## config.mk

```make
export PLATFORM = sky130hd
export DESIGN_NAME = sdcmd_engine
export DESIGN_NICKNAME = d
export VERILOG_FILES = /design/src/rtl/sdcmd_pkg.sv /design/src/rtl/sdcmd_crc7_par.sv /design/src/rtl/sdcmd_crc7_ser.sv /design/src/rtl/sdcmd_engine.sv
export SDC_FILE = /design/constraint.sdc
export NUM_CORES = 1
export LEC_CHECK = 0
export BUFFER_PORTS_ARGS = -buffer_cell sky130_fd_sc_hd__buf_2
export CAP_MARGIN = 20
export CORE_ASPECT_RATIO = 1.25
export CORE_MARGIN = 10
export CORE_UTILIZATION = 45
export DETAILED_ROUTE_END_ITERATION = 7
export GPL_TIMING_DRIVEN = 0
export PLACE_DENSITY = 0.74
export RECOVER_POWER = 50
export SETUP_SLACK_MARGIN = 0.02
export SLEW_MARGIN = 20
export SYNTH_ARGS = -nofsm -noshare
export SYNTH_HDL_FRONTEND = slang
export SYNTH_HIERARCHICAL = 1
export SYNTH_SLANG_ARGS = --single-unit
```

## constraint.sdc

```tcl
create_clock -name clk -period 3.15 [get_ports clk]
set_input_delay 0.4725 -clock clk [delete_from_list [all_inputs] [get_ports clk]]
set_output_delay 0.4725 -clock clk [all_outputs]
set_load 0.01 [all_outputs]
```

## src/rtl/sdcmd_pkg.sv

```systemverilog
package sdcmd_pkg;
    localparam int IDX_W      = 6;
    localparam int ARG_W      = 32;
    localparam int CMD_BITS   = IDX_W + ARG_W + 10;
    localparam int SHORT_BITS = 48;
    localparam int LONG_BITS  = 136;
    localparam int RESP_W     = 128;
    localparam int STEP_N     = 5;

    // step mask bit positions
    localparam int S_CMD   = 0;
    localparam int S_SHORT = 1;
    localparam int S_LONG  = 2;
    localparam int S_CLK74 = 3;
    localparam int S_CLK8  = 4;

    typedef enum logic [2:0] {
        ST_IDLE,
        ST_BURST_L,
        ST_SEND,
        ST_HUNT,
        ST_RECV,
        ST_BURST_S
    } eng_st_e;

    // one serial step of CRC7, x^7 + x^3 + 1
    function automatic logic [6:0] crc7_step(logic [6:0] c, logic b);
        logic fb;
        fb = c[6] ^ b;
        return {c[5:0], 1'b0} ^ {3'b000, fb, 2'b00, fb};
    endfunction
endpackage

```

## src/rtl/sdcmd_crc7_par.sv

```systemverilog
module sdcmd_crc7_par
    import sdcmd_pkg::*;
#(
    parameter int W = 40
) (
    input  logic [W-1:0] data,
    output logic [6:0]   crc
);
    always_comb begin
        logic [6:0] acc;
        acc = '0;
        for (int i = W - 1; i >= 0; i--) begin
            acc = crc7_step(acc, data[i]);
        end
        crc = acc;
    end
endmodule

```

## src/rtl/sdcmd_crc7_ser.sv

```systemverilog
module sdcmd_crc7_ser
    import sdcmd_pkg::*;
(
    input  logic [6:0] crc_in,
    input  logic       bit_i,
    input  logic       en,
    output logic [6:0] crc_out
);
    assign crc_out = en ? crc7_step(crc_in, bit_i) : crc_in;
endmodule

```

## src/rtl/sdcmd_engine.sv

```systemverilog
module sdcmd_engine
    import sdcmd_pkg::*;
#(
    parameter int LONG_BURST  = 74,
    parameter int SHORT_BURST = 8,
    parameter int HUNT_LIMIT  = 64
) (
    input  logic              clk,
    input  logic              rst_n,
    input  logic              ctl_reset,
    input  logic              start,
    input  logic [STEP_N-1:0] step_en,
    input  logic [IDX_W-1:0]  cmd_index,
    input  logic [ARG_W-1:0]  cmd_arg,
    input  logic              crc_clr,
    input  logic              tout_clr,
    input  logic              cmd_i,
    input  logic              dat0_i,
    output logic [STEP_N-1:0] step_pend,
    output logic              cmd_o,
    output logic              cmd_oe,
    output logic              card_clk_en,
    output logic [RESP_W-1:0] resp,
    output logic              crc_ok,
    output logic              crc_flag,
    output logic              tout_flag,
    output logic              dat0_level
);
    localparam int MAX_A   = (LONG_BITS > LONG_BURST) ? LONG_BITS : LONG_BURST;
    localparam int CNT_MAX = (MAX_A > HUNT_LIMIT) ? MAX_A : HUNT_LIMIT;
    localparam int CNT_W   = $clog2(CNT_MAX + 1);
    localparam int RX_W    = RESP_W - 1;
    localparam int BODY_W  = CMD_BITS - 8;
    localparam int PAY_W   = IDX_W + ARG_W;

    localparam logic [CNT_W-1:0] L_BURST_LAST = CNT_W'(LONG_BURST - 1);
    localparam logic [CNT_W-1:0] S_BURST_LAST = CNT_W'(SHORT_BURST - 1);
    localparam logic [CNT_W-1:0] SEND_LAST    = CNT_W'(CMD_BITS - 1);
    localparam logic [CNT_W-1:0] HUNT_LAST    = CNT_W'(HUNT_LIMIT - 1);
    localparam logic [CNT_W-1:0] SHORT_LAST   = CNT_W'(SHORT_BITS - 1);
    localparam logic [CNT_W-1:0] LONG_LAST    = CNT_W'(LONG_BITS - 1);
    localparam logic [CNT_W-1:0] SHORT_CRC_HI = CNT_W'(SHORT_BITS - 8);
    localparam logic [CNT_W-1:0] LONG_CRC_LO  = CNT_W'(LONG_BITS - RESP_W);
    localparam logic [CNT_W-1:0] LONG_CRC_HI  = CNT_W'(LONG_BITS - 8);

    typedef struct packed {
        eng_st_e             st;
        logic [CNT_W-1:0]    cnt;
        logic [STEP_N-1:0]   pend;
        logic [CMD_BITS-1:0] tx;
        logic [RX_W-1:0]     rx;
        logic [6:0]          crc;
        logic [RESP_W-1:0]   resp;
        logic                crc_ok;
        logic                crc_flag;
        logic                tout_flag;
        logic                dat0;
    } eng_s;

    eng_s q, d;

    logic [BODY_W-1:0] tx_body;
    logic [6:0]        tx_crc;
    logic [RESP_W-1:0] rx_full;
    logic [CNT_W-1:0]  pos;
    logic              use_long;
    logic              in_crc;
    logic [6:0]        crc_upd;

    assign tx_body  = {1'b0, 1'b1, cmd_index, cmd_arg};
    assign rx_full  = {q.rx, cmd_i};
    assign use_long = q.pend[S_LONG];
    assign pos      = (q.st == ST_HUNT) ? '0 : q.cnt;
    assign in_crc   = use_long ? (pos >= LONG_CRC_LO && pos < LONG_CRC_HI)
                               : (pos < SHORT_CRC_HI);

    sdcmd_crc7_par #(.W(BODY_W)) u_txcrc (
        .data (tx_body),
        .crc  (tx_crc)
    );

    sdcmd_crc7_ser u_rxcrc (
        .crc_in  (q.crc),
        .bit_i   (cmd_i),
        .en      (in_crc),
        .crc_out (crc_upd)
    );

    always_comb begin
        d = q;
        d.dat0 = dat0_i;
        if (crc_clr)  d.crc_flag  = 1'b0;
        if (tout_clr) d.tout_flag = 1'b0;

        unique case (q.st)
            ST_IDLE: begin
                d.cnt = '0;
                d.crc = '0;
                if (q.pend[S_CLK74])                        d.st = ST_BURST_L;
                else if (q.pend[S_CMD])                     d.st = ST_SEND;
                else if (q.pend[S_LONG] | q.pend[S_SHORT])  d.st = ST_HUNT;
                else if (q.pend[S_CLK8])                    d.st = ST_BURST_S;
                if (start && q.pend == '0) begin
                    d.pend = step_en;
                    d.tx   = {tx_body, tx_crc, 1'b1};
                end
            end
            ST_BURST_L: begin
                d.cnt = q.cnt + 1'b1;
                if (q.cnt == L_BURST_LAST) begin
                    d.pend[S_CLK74] = 1'b0;
                    d.st = ST_IDLE;
                end
            end
            ST_SEND: begin
                d.cnt = q.cnt + 1'b1;
                d.tx  = {q.tx[CMD_BITS-2:0], 1'b0};
                if (q.cnt == SEND_LAST) begin
                    d.pend[S_CMD] = 1'b0;
                    d.st = ST_IDLE;
                end
            end
            ST_HUNT: begin
                if (!cmd_i) begin
                    d.rx  = rx_full[RX_W-1:0];
                    d.crc = crc_upd;
                    d.cnt = CNT_W'(1);
                    d.st  = ST_RECV;
                end else if (q.cnt == HUNT_LAST) begin
                    d.tout_flag      = 1'b1;
                    d.pend[S_SHORT]  = 1'b0;
                    d.pend[S_LONG]   = 1'b0;
                    d.st = ST_IDLE;
                end else begin
                    d.cnt = q.cnt + 1'b1;
                end
            end
            ST_RECV: begin
                d.rx  = rx_full[RX_W-1:0];
                d.crc = crc_upd;
                d.cnt = q.cnt + 1'b1;
                if (q.cnt == (use_long ? LONG_LAST : SHORT_LAST)) begin
                    d.crc_ok = (q.crc == rx_full[7:1]);
                    if (q.crc != rx_full[7:1]) d.crc_flag = 1'b1;
                    d.resp = use_long ? rx_full
                                      : {{(RESP_W-PAY_W){1'b0}}, rx_full[SHORT_BITS-3 -: PAY_W]};
                    d.pend[S_SHORT] = 1'b0;
                    d.pend[S_LONG]  = 1'b0;
                    d.st = ST_IDLE;
                end
            end
            ST_BURST_S: begin
                d.cnt = q.cnt + 1'b1;
                if (q.cnt == S_BURST_LAST) begin
                    d.pend[S_CLK8] = 1'b0;
                    d.st = ST_IDLE;
                end
            end
            default: d.st = ST_IDLE;
        endcase

        if (ctl_reset) begin
            d.st   = ST_IDLE;
            d.cnt  = '0;
            d.pend = '0;
        end
    end

    always_ff @(posedge clk or negedge rst_n) begin
        if (!rst_n) q <= '0;
        else        q <= d;
    end

    assign step_pend   = q.pend;
    assign cmd_oe      = (q.st == ST_SEND);
    assign cmd_o       = (q.st == ST_SEND) ? q.tx[CMD_BITS-1] : 1'b1;
    assign card_clk_en = (q.st != ST_IDLE);
    assign resp        = q.resp;
    assign crc_ok      = q.crc_ok;
    assign crc_flag    = q.crc_flag;
    assign tout_flag   = q.tout_flag;
    assign dat0_level  = q.dat0;
endmodule

```

==> metrics.txt <==
CTS tree done; total track usage 0.1622; Seq/Total Area, Yosys 0.5127; met1 Track Usage GR 0.1944; crit path max-delay cell type buf_1; clk_skew roughly 0.013 ns; fin crit period around 2.8 ns; drt drc 0; startpoint types register; Synth top cells by count nand2_1, dfrtp_1, buf_4; crit path capture type register; Crit path arrival time 3.14 ns; MaxCap Viol Count 1; Synth Register Bits 330; GP Congestion ~0.88; CP bufs+invs 3; DR iter-0 viols roughly 640; critical path peak fanout 10; Initial Utilization 0.4555; top cell type's share of synthesized area 0.5127; Cell Chain, Critical Path buf_2 > buf_1 > nor3_1 > a31oi_1 > o22ai_1 > buf_2 > mux2_2 > a221oi_1 > a31oi_1; run status finished with violations; final hold vios 0; CTS Hold Bufs 1; Vias ~11000; Skew-Pair Late Insertion Delay 0.52 ns; initial antenna violation count 0; most numerous cell in the Yosys netlist nand2_1; Post-Synth Simple-Gate Area 0.1178; Layout area overhead 16.10%; pwr dens roughly 690 nW/um^2; count of cell types in the netlist 69; Synth Area in XOR/XNOR 0.06370; M3 GR Usage 0.03410; Post-synth EDFFs 0; First-pass DRT Iterations 5; main combinational cell family by area after synthesis multiplexers; syn_area_per_cell ~11 sq um; Fmax achieved ~360 MHz; CTS buffer count 34; max-slew violation count 67; Adder-Cell Fraction of Synth Area 0.001554; Crit Path Class reg -> reg; largest net degree at the start of global routing ~100; grt total ovfl 0; Max H-tree Level 2; Hold Crit Class in -> reg; busiest grt layer met2; hold_ws 0.05187 ns; Slew @ Worst Pin between 1.5 and 2 ns; CORE AREA 35360 sq um; met2 usage 0.2876; mux cell area share after synthesis 0.1196; Yosys warnings 6; Peak VDD IR between 0.0005 and 0.0006 V; clk buf depth 3; port buffer count 190; Post CTS Setup Buffer Count 0; first-pass GRT wire length around 59 mm; post_cts resized 0; Rows 77; Synth area leaders dfrtp_1, mux2_2, nand2_1; Lkg Pwr 0.008841 uW; Top delay family on crit path buffers and inverters; Post-Route WL ~36 mm; CTS clk-pin slew, worst paths 0.06 ns; post-synth top area cell dfrtp_1; Die Y about 230 microns; Root Driver clkbuf_16; Post-DP HPWL 26.70 mm; Worst Path Required around 3.5 ns; Final nets between 1500 and 2000; layout cells sized above 1 0.2513; die width ~190 microns; Slew headroom -0.1407; Top Ports between 150 and 200; final setup fails 0; RSZ-0062 raised after global routing false; DR WL/cell around 16 microns; post-synthesis compound-gate area fraction 0.08483; Die Area around 44000 sq um; Post-DRT Antenna Nets 0; slowest stage delay, CP 0.74 ns; Synth Cell Area between 15000 and 20000 sq um; Power, Total 12980 uW; failing checks capacitance limit, slew limit; # clock sinks between 300 and 400; vias in the first global route 11760; ANT cells 0; drt via density 5.031; Synth Instances 1508; ys flop type dfrtp_1; Synth async-reset ratio 1.000; Final period util 0.8753
## cells in the final DEF, fill, tap and decap left out, types with 9 or more instances in the layout
master,instances
clkbuf_1,180
nor2_1,57
a31oi_1,55
xnor2_1,34
mux2i_1,41
clkbuf_16,35
clkbuf_8,10
xnor3_1,13
a21oi_1,9
nand3_1,9
dfrtp_1,330
mux2_2,131
buf_6,17
o21ai_1,79
xor2_1,17
inv_1,9
buf_4,135
nand2_1,344
o21ai_0,55
buf_2,75
## report_power, final
group | internal (uW) | switching, uW
Sequential | 4720 | 356
Combinational | 1820 | 1980
Clock | 2430 | 1680
## logic make-up after synthesis
logic type	after synthesis
and+or+nand+nor	454
other	2
xor gates and xnor gates	77
muxes	175
buffers and inverters	235
adders and majority gates	2
AOI/OAI and AO/OA	233
DFF	330
## sequential cells by signal, indices dropped and copies added (netlist names)
signal / cells
crc_flag: 1
crc_ok: 1
dat0_level: 1
q: 193
resp: 128
step_pend: 5
tout_flag: 1
## cell type report
| class | count | area [sq um] |
|---|---|---|
| clock buffers | 46 | 967.2 |
| flip-flops and latches | 330 | 8258 |
| inverters | 10 | 37.54 |
| repair buffers | 194 | 859.6 |
| multi-input cells | 947 | 6251 |
| fillers | 3192 | 16660 |
| plain buffers | 225 | 1554 |
| well taps | 474 | 593.1 |
| clock inverters | 15 | 178.9 |
## metal layers
layer	share of wire	routed length (microns)
met5	0	0
met3	0.053	1923
met2	0.51	18340
met1	0.42	15210
met4	0.021	776
## worst register-to-register path, delay by kind of cell (launching register included)
kind	cells	cell delay, ns
buffers and inverters	3	1.21
AO/OA/AOI/OAI	4	0.64
flip-flops	1	0.34
multiplexers	1	0.30
AND/OR/NAND/NOR	1	0.15
## per-stage QoR
| stage | area (sq um) | instances | setup TNS (ns) | utilization | setup slack (ns) |
|---|---|---|---|---|---|
| after floorplan | 16120 | 1512 | 0 | - | 0.6342 |
| after global placement | 17670 | 2176 | -1465.79 | 0.4996 | -4.470 |
| after detailed placement | 17760 | 2179 | 0 | 0.5022 | 0.3198 |
| after CTS | 18910 | 2241 | 0 | 0.5349 | 0.3185 |
| after global routing | 18700 | 2241 | 0 | 0.5289 | 0.1083 |
| final | 18700 | 2241 | 0 | 0.5289 | 0.3929 |
## worst paths after layout
path                               to  depth (start not counted)         start  slack [ns]
min in group asynchronous      q[275]                          2         rst_n        0.92
setup reg to reg               q[137]                          9  step_pend[2]        0.39
max in group asynchronous      q[249]                          3         rst_n        0.55
hold reg to reg                q[313]                          2        q[312]        0.48
setup / recovery               q[137]                          9  step_pend[2]        0.39
hold / removal             dat0_level                          1        dat0_i        0.05
Note: power is estimated with default switching activity, not from simulation.
